===== config.mk =====
export PLATFORM = sky130hd
export DESIGN_NAME = mser_core
export DESIGN_NICKNAME = d
export VERILOG_FILES = /design/src/rtl/mser_pkg.sv /design/src/rtl/mser_tick.sv /design/src/rtl/mser_tx.sv /design/src/rtl/mser_rx.sv /design/src/rtl/mser_core.sv
export SDC_FILE = /design/constraint.sdc
export NUM_CORES = 1
export LEC_CHECK = 0
export ABC_AREA = 1
export BUFFER_PORTS_ARGS = -buffer_cell sky130_fd_sc_hd__buf_2
export CAP_MARGIN = 20
export CORE_MARGIN = 2
export CORE_UTILIZATION = 25
export CTS_BUF_LIST = sky130_fd_sc_hd__clkbuf_8 sky130_fd_sc_hd__clkbuf_16
export CTS_CLUSTER_DIAMETER = 150
export DETAILED_ROUTE_END_ITERATION = 12
export SETUP_SLACK_MARGIN = 0.15
export SYNTH_ARGS = -nofsm -noshare
export SYNTH_HDL_FRONTEND = slang
export SYNTH_SLANG_ARGS = --single-unit

===== constraint.sdc =====
create_clock -name clk -period 1.9 [get_ports clk]
set_input_delay 0 -clock clk [delete_from_list [all_inputs] [get_ports clk]]
set_output_delay 0 -clock clk [all_outputs]
set_load 0.05 [all_outputs]

===== src/rtl/mser_pkg.sv =====
package mser_pkg;
    localparam int DATA_W = 8;
    localparam int OSR    = 16;
    localparam int OSR_W  = $clog2(OSR);
    localparam int IDX_W  = $clog2(DATA_W);
    localparam int SMP_A  = OSR / 2 - 1;
    localparam int SMP_B  = OSR / 2;
    localparam int SMP_C  = OSR / 2 + 1;

    typedef enum logic [1:0] {
        MODE_SYNC = 2'd0,
        MODE_A10  = 2'd1,
        MODE_A11  = 2'd2
    } ser_mode_e;

    typedef enum logic [2:0] {
        TX_IDLE, TX_START, TX_DATA, TX_NINTH, TX_STOP
    } tx_state_e;

    typedef enum logic [2:0] {
        RX_IDLE, RX_START, RX_DATA, RX_NINTH, RX_STOP
    } rx_state_e;
endpackage


===== src/rtl/mser_tick.sv =====
module mser_tick
    import mser_pkg::*;
(
    input  logic      clk,
    input  logic      rst_n,
    input  ser_mode_e mode,
    input  logic      slow_rate,
    input  logic      baud_sel,
    input  logic      tmr_tick,
    input  logic      gen_tick,
    output logic      os_tick
);
    logic phase_q;

    always_ff @(posedge clk or negedge rst_n) begin
        if (!rst_n) phase_q <= 1'b0;
        else        phase_q <= ~phase_q;
    end

    always_comb begin
        unique case (mode)
            MODE_SYNC: os_tick = 1'b1;
            MODE_A11:  os_tick = slow_rate ? phase_q : 1'b1;
            MODE_A10:  os_tick = baud_sel ? gen_tick : tmr_tick;
            default:   os_tick = 1'b0;
        endcase
    end

    AST_SYNC_EVERY_CLK: assert property (@(posedge clk) disable iff (!rst_n)
        (mode == MODE_SYNC) |-> os_tick) else $error("sync tick missing");
endmodule


===== src/rtl/mser_tx.sv =====
module mser_tx
    import mser_pkg::*;
(
    input  logic              clk,
    input  logic              rst_n,
    input  logic              os_tick,
    input  ser_mode_e         mode,
    input  logic              start,
    input  logic [DATA_W-1:0] data,
    input  logic              bit9,
    output logic              busy,
    output logic              done_pulse,
    output logic              line,
    output logic              sclk,
    output logic              sdo,
    output logic              sdo_en
);
    tx_state_e         state;
    ser_mode_e         fmode;
    logic [OSR_W-1:0]  cnt;
    logic [IDX_W-1:0]  idx;
    logic [DATA_W-1:0] sh;
    logic              b9_q;
    logic              bit_end;

    assign bit_end = os_tick && (cnt == OSR_W'(OSR - 1));

    always_ff @(posedge clk or negedge rst_n) begin
        if (!rst_n) begin
            state      <= TX_IDLE;
            fmode      <= MODE_SYNC;
            cnt        <= '0;
            idx        <= '0;
            sh         <= '0;
            b9_q       <= 1'b0;
            done_pulse <= 1'b0;
        end else begin
            done_pulse <= 1'b0;
            if (state == TX_IDLE) begin
                if (start) begin
                    sh    <= data;
                    b9_q  <= bit9;
                    fmode <= mode;
                    cnt   <= '0;
                    idx   <= '0;
                    state <= (mode == MODE_SYNC) ? TX_DATA : TX_START;
                end
            end else if (os_tick) begin
                cnt <= cnt + 1'b1;
                if (bit_end) begin
                    unique case (state)
                        TX_START: state <= TX_DATA;
                        TX_DATA: begin
                            sh  <= sh >> 1;
                            idx <= idx + 1'b1;
                            if (idx == IDX_W'(DATA_W - 1)) begin
                                if (fmode == MODE_SYNC) begin
                                    state      <= TX_IDLE;
                                    done_pulse <= 1'b1;
                                end else if (fmode == MODE_A11) begin
                                    state <= TX_NINTH;
                                end else begin
                                    state <= TX_STOP;
                                end
                            end
                        end
                        TX_NINTH: state <= TX_STOP;
                        TX_STOP: begin
                            state      <= TX_IDLE;
                            done_pulse <= 1'b1;
                        end
                        default: state <= TX_IDLE;
                    endcase
                end
            end
        end
    end

    always_comb begin
        busy   = (state != TX_IDLE);
        sdo_en = (state == TX_DATA) && (fmode == MODE_SYNC);
        sdo    = sdo_en ? sh[0] : 1'b1;
        sclk   = sdo_en ? cnt[OSR_W-1] : 1'b1;
        unique case (state)
            TX_START: line = 1'b0;
            TX_DATA:  line = (fmode == MODE_SYNC) ? 1'b1 : sh[0];
            TX_NINTH: line = b9_q;
            default:  line = 1'b1;
        endcase
    end

    AST_TX_NO_RESTART: assert property (@(posedge clk) disable iff (!rst_n)
        (state != TX_IDLE && start) |=> ($stable(b9_q) && $stable(fmode))) else $error("restart while busy");
    AST_TX_DONE_IDLE: assert property (@(posedge clk) disable iff (!rst_n)
        done_pulse |-> (state == TX_IDLE)) else $error("done while busy");
endmodule


===== src/rtl/mser_rx.sv =====
module mser_rx
    import mser_pkg::*;
(
    input  logic              clk,
    input  logic              rst_n,
    input  logic              os_tick,
    input  ser_mode_e         mode,
    input  logic              go,
    input  logic              rxd,
    output logic              busy,
    output logic              sclk,
    output logic              done_pulse,
    output logic [DATA_W-1:0] data_q,
    output logic              bit8_q,
    output logic              ferr_q
);
    rx_state_e         state;
    ser_mode_e         fmode;
    logic [OSR_W-1:0]  cnt;
    logic [IDX_W-1:0]  idx;
    logic [DATA_W-1:0] sh;
    logic              s_a, s_b, ninth_q, maj;

    assign maj = (s_a & s_b) | (s_a & rxd) | (s_b & rxd);

    always_ff @(posedge clk or negedge rst_n) begin
        if (!rst_n) begin
            state      <= RX_IDLE;
            fmode      <= MODE_SYNC;
            cnt        <= '0;
            idx        <= '0;
            sh         <= '0;
            s_a        <= 1'b1;
            s_b        <= 1'b1;
            ninth_q    <= 1'b0;
            data_q     <= '0;
            bit8_q     <= 1'b0;
            ferr_q     <= 1'b0;
            done_pulse <= 1'b0;
        end else begin
            done_pulse <= 1'b0;
            if (state == RX_IDLE) begin
                cnt <= '0;
                idx <= '0;
                if (mode == MODE_SYNC) begin
                    if (go) begin
                        fmode <= MODE_SYNC;
                        state <= RX_DATA;
                    end
                end else if (os_tick && !rxd) begin
                    fmode <= mode;
                    state <= RX_START;
                end
            end else if (os_tick) begin
                cnt <= cnt + 1'b1;
                if (cnt == OSR_W'(SMP_A)) s_a <= rxd;
                if (cnt == OSR_W'(SMP_B)) s_b <= rxd;
                if (cnt == OSR_W'(SMP_C)) begin
                    unique case (state)
                        RX_START: if (maj) state <= RX_IDLE;
                        RX_DATA:  sh <= {maj, sh[DATA_W-1:1]};
                        RX_NINTH: ninth_q <= maj;
                        RX_STOP: begin
                            data_q     <= sh;
                            bit8_q     <= (fmode == MODE_A11) ? ninth_q : maj;
                            ferr_q     <= ~maj;
                            done_pulse <= 1'b1;
                            state      <= RX_IDLE;
                        end
                        default: state <= RX_IDLE;
                    endcase
                end
                if (cnt == OSR_W'(OSR - 1)) begin
                    unique case (state)
                        RX_START: state <= RX_DATA;
                        RX_DATA: begin
                            idx <= idx + 1'b1;
                            if (idx == IDX_W'(DATA_W - 1)) begin
                                if (fmode == MODE_SYNC) begin
                                    data_q     <= sh;
                                    done_pulse <= 1'b1;
                                    state      <= RX_IDLE;
                                end else if (fmode == MODE_A11) begin
                                    state <= RX_NINTH;
                                end else begin
                                    state <= RX_STOP;
                                end
                            end
                        end
                        RX_NINTH: state <= RX_STOP;
                        default:  state <= state;
                    endcase
                end
            end
        end
    end

    always_comb begin
        busy = (state != RX_IDLE);
        sclk = (state == RX_DATA && fmode == MODE_SYNC) ? cnt[OSR_W-1] : 1'b1;
    end

    AST_RX_SYNC_KEEPS_STATUS: assert property (@(posedge clk) disable iff (!rst_n)
        (done_pulse && fmode == MODE_SYNC) |-> ($stable(bit8_q) && $stable(ferr_q))) else $error("sync rx touched status");
    AST_RX_ASYNC_DONE_FROM_STOP: assert property (@(posedge clk) disable iff (!rst_n)
        (done_pulse && fmode != MODE_SYNC) |-> ($past(state) == RX_STOP)) else $error("async done not from stop");
    AST_RX_FALSE_START: assert property (@(posedge clk) disable iff (!rst_n)
        (state == RX_START && os_tick && cnt == OSR_W'(SMP_C) && maj) |=> (state == RX_IDLE && !done_pulse)) else $error("false start accepted");
endmodule


===== src/rtl/mser_core.sv =====
module mser_core
    import mser_pkg::*;
(
    input  logic              clk,
    input  logic              rst_n,
    input  logic [1:0]        mode,
    input  logic              slow_rate,
    input  logic              baud_sel,
    input  logic              tmr_ovf_tick,
    input  logic              gen_tick,
    input  logic              tx_start,
    input  logic [DATA_W-1:0] tx_data,
    input  logic              tx_bit9,
    input  logic              rx_start,
    input  logic              flag_we,
    input  logic [1:0]        flag_wdata,
    input  logic              rxd_in,
    output logic              txd,
    output logic              rxd_out,
    output logic              rxd_oe,
    output logic              tx_busy,
    output logic              tx_done,
    output logic              rx_done,
    output logic [DATA_W-1:0] rx_data,
    output logic              rx_bit8,
    output logic              frame_err
);
    ser_mode_e md;
    logic      os_tick, rxd_m, rxd_s;
    logic      tx_line, tx_sclk, tx_fin;
    logic      rx_busy, rx_sclk, rx_fin;

    always_comb begin
        case (mode)
            2'd0:    md = MODE_SYNC;
            2'd2:    md = MODE_A11;
            default: md = MODE_A10;
        endcase
    end

    always_ff @(posedge clk or negedge rst_n) begin
        if (!rst_n) begin
            rxd_m <= 1'b1;
            rxd_s <= 1'b1;
        end else begin
            rxd_m <= rxd_in;
            rxd_s <= rxd_m;
        end
    end

    mser_tick u_tick (
        .clk(clk), .rst_n(rst_n), .mode(md), .slow_rate(slow_rate),
        .baud_sel(baud_sel), .tmr_tick(tmr_ovf_tick), .gen_tick(gen_tick),
        .os_tick(os_tick)
    );

    mser_tx u_tx (
        .clk(clk), .rst_n(rst_n), .os_tick(os_tick), .mode(md),
        .start(tx_start), .data(tx_data), .bit9(tx_bit9),
        .busy(tx_busy), .done_pulse(tx_fin), .line(tx_line), .sclk(tx_sclk),
        .sdo(rxd_out), .sdo_en(rxd_oe)
    );

    mser_rx u_rx (
        .clk(clk), .rst_n(rst_n), .os_tick(os_tick), .mode(md),
        .go(rx_start), .rxd(rxd_s), .busy(rx_busy), .sclk(rx_sclk),
        .done_pulse(rx_fin), .data_q(rx_data), .bit8_q(rx_bit8), .ferr_q(frame_err)
    );

    assign txd = tx_line & tx_sclk & rx_sclk;

    always_ff @(posedge clk or negedge rst_n) begin
        if (!rst_n) begin
            tx_done <= 1'b0;
            rx_done <= 1'b0;
        end else begin
            if (tx_fin)                        tx_done <= 1'b1;
            else if (flag_we && !flag_wdata[0]) tx_done <= 1'b0;
            if (rx_fin)                        rx_done <= 1'b1;
            else if (flag_we && !flag_wdata[1]) rx_done <= 1'b0;
        end
    end

    AST_TXD_IDLE_HIGH: assert property (@(posedge clk) disable iff (!rst_n)
        (!tx_busy && !rx_busy) |-> txd) else $error("txd low while idle");
    AST_OE_ONLY_BUSY: assert property (@(posedge clk) disable iff (!rst_n)
        rxd_oe |-> tx_busy) else $error("oe without frame");
    AST_TX_FLAG_STICKY: assert property (@(posedge clk) disable iff (!rst_n)
        (tx_done && !(flag_we && !flag_wdata[0])) |=> tx_done) else $error("tx flag lost");
    AST_RX_FLAG_STICKY: assert property (@(posedge clk) disable iff (!rst_n)
        (rx_done && !(flag_we && !flag_wdata[1])) |=> rx_done) else $error("rx flag lost");
endmodule


==> metrics.md <==
| Metric | Value |
|---|---|
| Commonest non-fill, non-tap cells in the layout | `nand2_1, dfrtp_1, inv_1` |
| Iteration count of the initial detailed-routing pass | `5` |
| Die height | `about 120 um` |
| Worst slew pin tran | `between 0.4 and 0.5 ns` |
| Warnings from Yosys | `0` |
| Gr usage total | `10.4%` |
| Bufs on Longest Clock Path | `2` |
| Max_slew headroom | `approximately 72%` |
| Worst slack, placed | `0.204 ns` |
| Clock Skew | `roughly 0.0056 ns` |
| Flop-to-flop setup slack | `approximately 0.31 ns` |
| Vias in the first global route | `around 2600` |
| Post-route minimum period | `roughly 1.6 ns` |
| Layout Nets | `approximately 470` |
| Maxcap violations | `0` |
| Crit path max-delay cell type | `dfrtp_1` |
| Most common cell after layout, fill and taps aside | `nand2_1` |
| Reg clk slew, reported paths | `approximately 0.050 ns` |
| Final Hold Violating Endpoints | `0` |
| DRC | `0` |
| Worst path arrival time | `between 1.5 and 2 ns` |
| Synth Area in Compound Gates | `slightly below 10%` |
| Initial antenna violation count | `0` |
| PwrDens | `between 1000 and 1500 nW/um^2` |
| Adder-cell share of the synthesized area | `roughly 3%` |
| Nature of the critical path endpoint | `output pin` |
| Critical path class | `register to output pin` |
| Final period util | `between 80% and 90%` |
| Critical-path maximum fanout | `4` |
| Yosys reg bits | `61` |
| # setup viols final | `0` |
| Final Max Slew Viols | `0` |
| Mapped Cells | `~370` |
| Multi-input logic area | `~1600 um^2` |
| WP data required | `1.90 ns` |
| Worst path cell trace | `inv_2, nand2_1, nor2_4, nand2_1, nand3b_1, o22ai_1, nor2_1, buf_6` |
| Pin count of the biggest net entering global routing | `between 40 and 50` |
| N_diodes | `0` |
| Sinks on the clock net | `61` |
| Initial Util | `25.4%` |
| Simple-Gate Fraction of Synth Area | `between 30 and 40%` |
| Via-per-instance ratio | `4.20` |
| CP most frequent cell | `nand2_1` |
| Total chip power | `slightly above 6000 uW` |
| CTS tree | `done` |
| Synth Cell Area | `around 3300 um^2` |
| Worst min path class | `input port to register` |
| Routed vias | `around 2600` |
| Core area | `about 13000 um^2` |
| VDD IR-drop max | `around 0.77 mV` |
| Latest clock arrival within the worst-skew pair | `~0.32 ns` |
| Port bufs | `38` |
| Status | `finished, final reports clean` |
| Leak | `0.00217 uW` |
| Cell variety after synth | `35` |
| Syn Nets | `approximately 410` |
| Iteration-0 DRC Markers | `145` |
| Hold Path Depth | `3` |
| Fmax | `approximately 0.62 GHz` |
| IO Count | `39` |
| WL final | `approximately 6900 um` |
| Setup ws final | `about 0.29 ns` |
| Max incr delay on CP | `between 0.3 and 0.4 ns` |
| H-tree levels | `3` |
| Largest family of logic cells by synthesized area | `simple AND/OR/NAND/NOR gates` |
| Die area | `~14000 um^2` |
| GPL Wtd Cong | `~0.85` |
| Mux contribution to synthesized area | `2.41%` |
| Post-Syn Area per Cell | `~8.9 um^2` |
| Fill cells | `1371` |
| Share of layout cells above drive strength 1 | `28.8%` |
| Cts bufs inserted | `9` |
| RSZ-0062 raised after global routing | `false` |
| Overflow after GRT | `0` |
| Hold path start | `tx_data[5]` |
| Sequential share of the synthesized area | `46.1%` |
| Global-route wire length before repair | `between 10000 and 15000 um` |
| Register area | `1530 um^2` |
| Syn-to-layout area delta | `27.1%` |
| CP startpoint kind | `register` |
| RR Startpoint | `u_tx.state[0]$_DFFE_PN0P_` |
| Dpl hpwl | `between 5000 and 6000 um` |
| Xor and xnor area share after synthesis | `less than 1%` |
| Root buffer cell | `clkbuf_16` |
| Post-route ant nets | `0` |
| Setup tns final | `0 ns` |
| Reg2reg end | `u_tx.sh[7]$_DFFE_PN0P_` |
| Hold Path Sink | `u_tx.sh[5]$_DFFE_PN0P_` |
| Worst r2r path cells | `6` |
| FP Rows | `between 40 and 50` |
| Worst hold slack | `0.00908 ns` |
| Drt wl/cell | `11.1 um` |
| Width of the die | `approximately 120 um` |
==> area by class of cell <==
type                            instances  area share, %
Clock inverter                          5          0.504
Inverter                               47           4.42
Timing Repair Buffer                   63           10.4
Multi-Input combinational cell        261           37.1
Tap cell                              176           5.22
Clock buffer                           11           5.99
Sequential cell                        61           36.4
==> synthesized netlist by cell type <==
cell / instances / area, um^2
a21oi_1: 7 / 35.0
and2_1: 1 / 6.26
and3_1: 1 / 6.26
buf_12: 1 / 20.0
buf_2: 1 / 5.00
buf_6: 3 / 33.8
dfrtp_1: 57 / 1430
dfstp_2: 4 / 105
ha_1: 8 / 100
inv_1: 38 / 143
inv_2: 7 / 26.3
inv_6: 2 / 17.5
mux2i_1: 8 / 80.1
nand2_1: 94 / 353
nand2_2: 3 / 18.8
nand2_4: 18 / 203
nand2_8: 1 / 20.0
nand3_1: 35 / 175
nand3_2: 1 / 10.0
nand3_4: 1 / 17.5
nand3b_1: 1 / 7.51
nand4_1: 3 / 18.8
nor2_1: 21 / 78.8
nor2_2: 2 / 12.5
nor2_4: 3 / 33.8
nor2_8: 1 / 20.0
nor3_1: 5 / 25.0
nor4_1: 1 / 6.26
o211ai_1: 1 / 7.51
o21ai_0: 12 / 60.1
o21ai_1: 9 / 45.0
o21ai_2: 19 / 166
o22ai_1: 1 / 6.26
or2_2: 2 / 12.5
xor2_1: 2 / 17.5
==> timing repair <==
action                                  CTS  global route
hold buffers                             16             0
hold endpoints to repair                 28             0
resized for setup                         4             5
setup buffers                             1             7
endpoints found under the setup margin    3            21
pin swaps                                 1             5
==> through the flow <==
| step | area (um^2) | instances | utilization, % |
|---|---|---|---|
| 6_report | 4220 | 624 | 32.2 |
| 5_1_grt | 4220 | 624 | 32.2 |
| 4_1_cts | 4150 | 617 | 31.7 |
| 3_5_place_dp | 3690 | 584 | 28.2 |
| 3_3_place_gp | 3690 | 584 | 28.2 |
| 2_1_floorplan | 3320 | 374 | - |
==> flip-flops by register name, summed over array words and instances, names as in the netlist, 2 cells and up <==
name	cells
u_rx.cnt	4
u_rx.data_q	8
u_rx.fmode	2
u_rx.idx	3
u_rx.sh	8
u_rx.state	3
u_tx.cnt	4
u_tx.fmode	2
u_tx.idx	3
u_tx.sh	8
u_tx.state	3
==> routing by layer <==
layer	wire [um]	track usage, %
met5	0	0
met4	143	5.06
met3	211	2.54
met2	3430	17.7
met1	3150	12.2
==> where the power goes <==
part	total (uW)	internal, uW	switching, uW
Clock	1460	932	528
Combinational	2620	975	1650
Sequential	2020	1670	359
==> cell families (layout without fill, tap and decap cells) <==
kind of cell             count (synthesis)  count (layout)
multiplexers                             8               8
XOR/XNOR                                 2               2
flip-flops                              61              61
adder cells (fa/ha/maj)                  8               8
buffers and inverters                   52             126
AND/OR/NAND/NOR                        194             194
AO/OA/AOI/OAI                           49              49
==> worst max path at each step <==
stage	endpoint	start
2_1_floorplan	txd	u_tx.state[2]$_DFFE_PN0P_
3_3_place_gp	u_tx.idx[0]$_DFFE_PN0P_	u_tx.state[0]$_DFFE_PN0P_
3_5_place_dp	u_tx.idx[0]$_DFFE_PN0P_	u_tx.state[0]$_DFFE_PN0P_
4_1_cts	u_tx.idx[0]$_DFFE_PN0P_	u_tx.state[0]$_DFFE_PN0P_
5_1_grt	txd	u_tx.state[2]$_DFFE_PN0P_
6_report	txd	u_tx.state[2]$_DFFE_PN0P_
==> critical path: cells and delay by family (launching register included) <==
kind	cells	cell delay [ns]
buf+inv	2	0.24
compound gates	1	0.08
simple gates	5	0.59
flops	1	0.38
No activity file was read; power rests on OpenSTA's default activity.
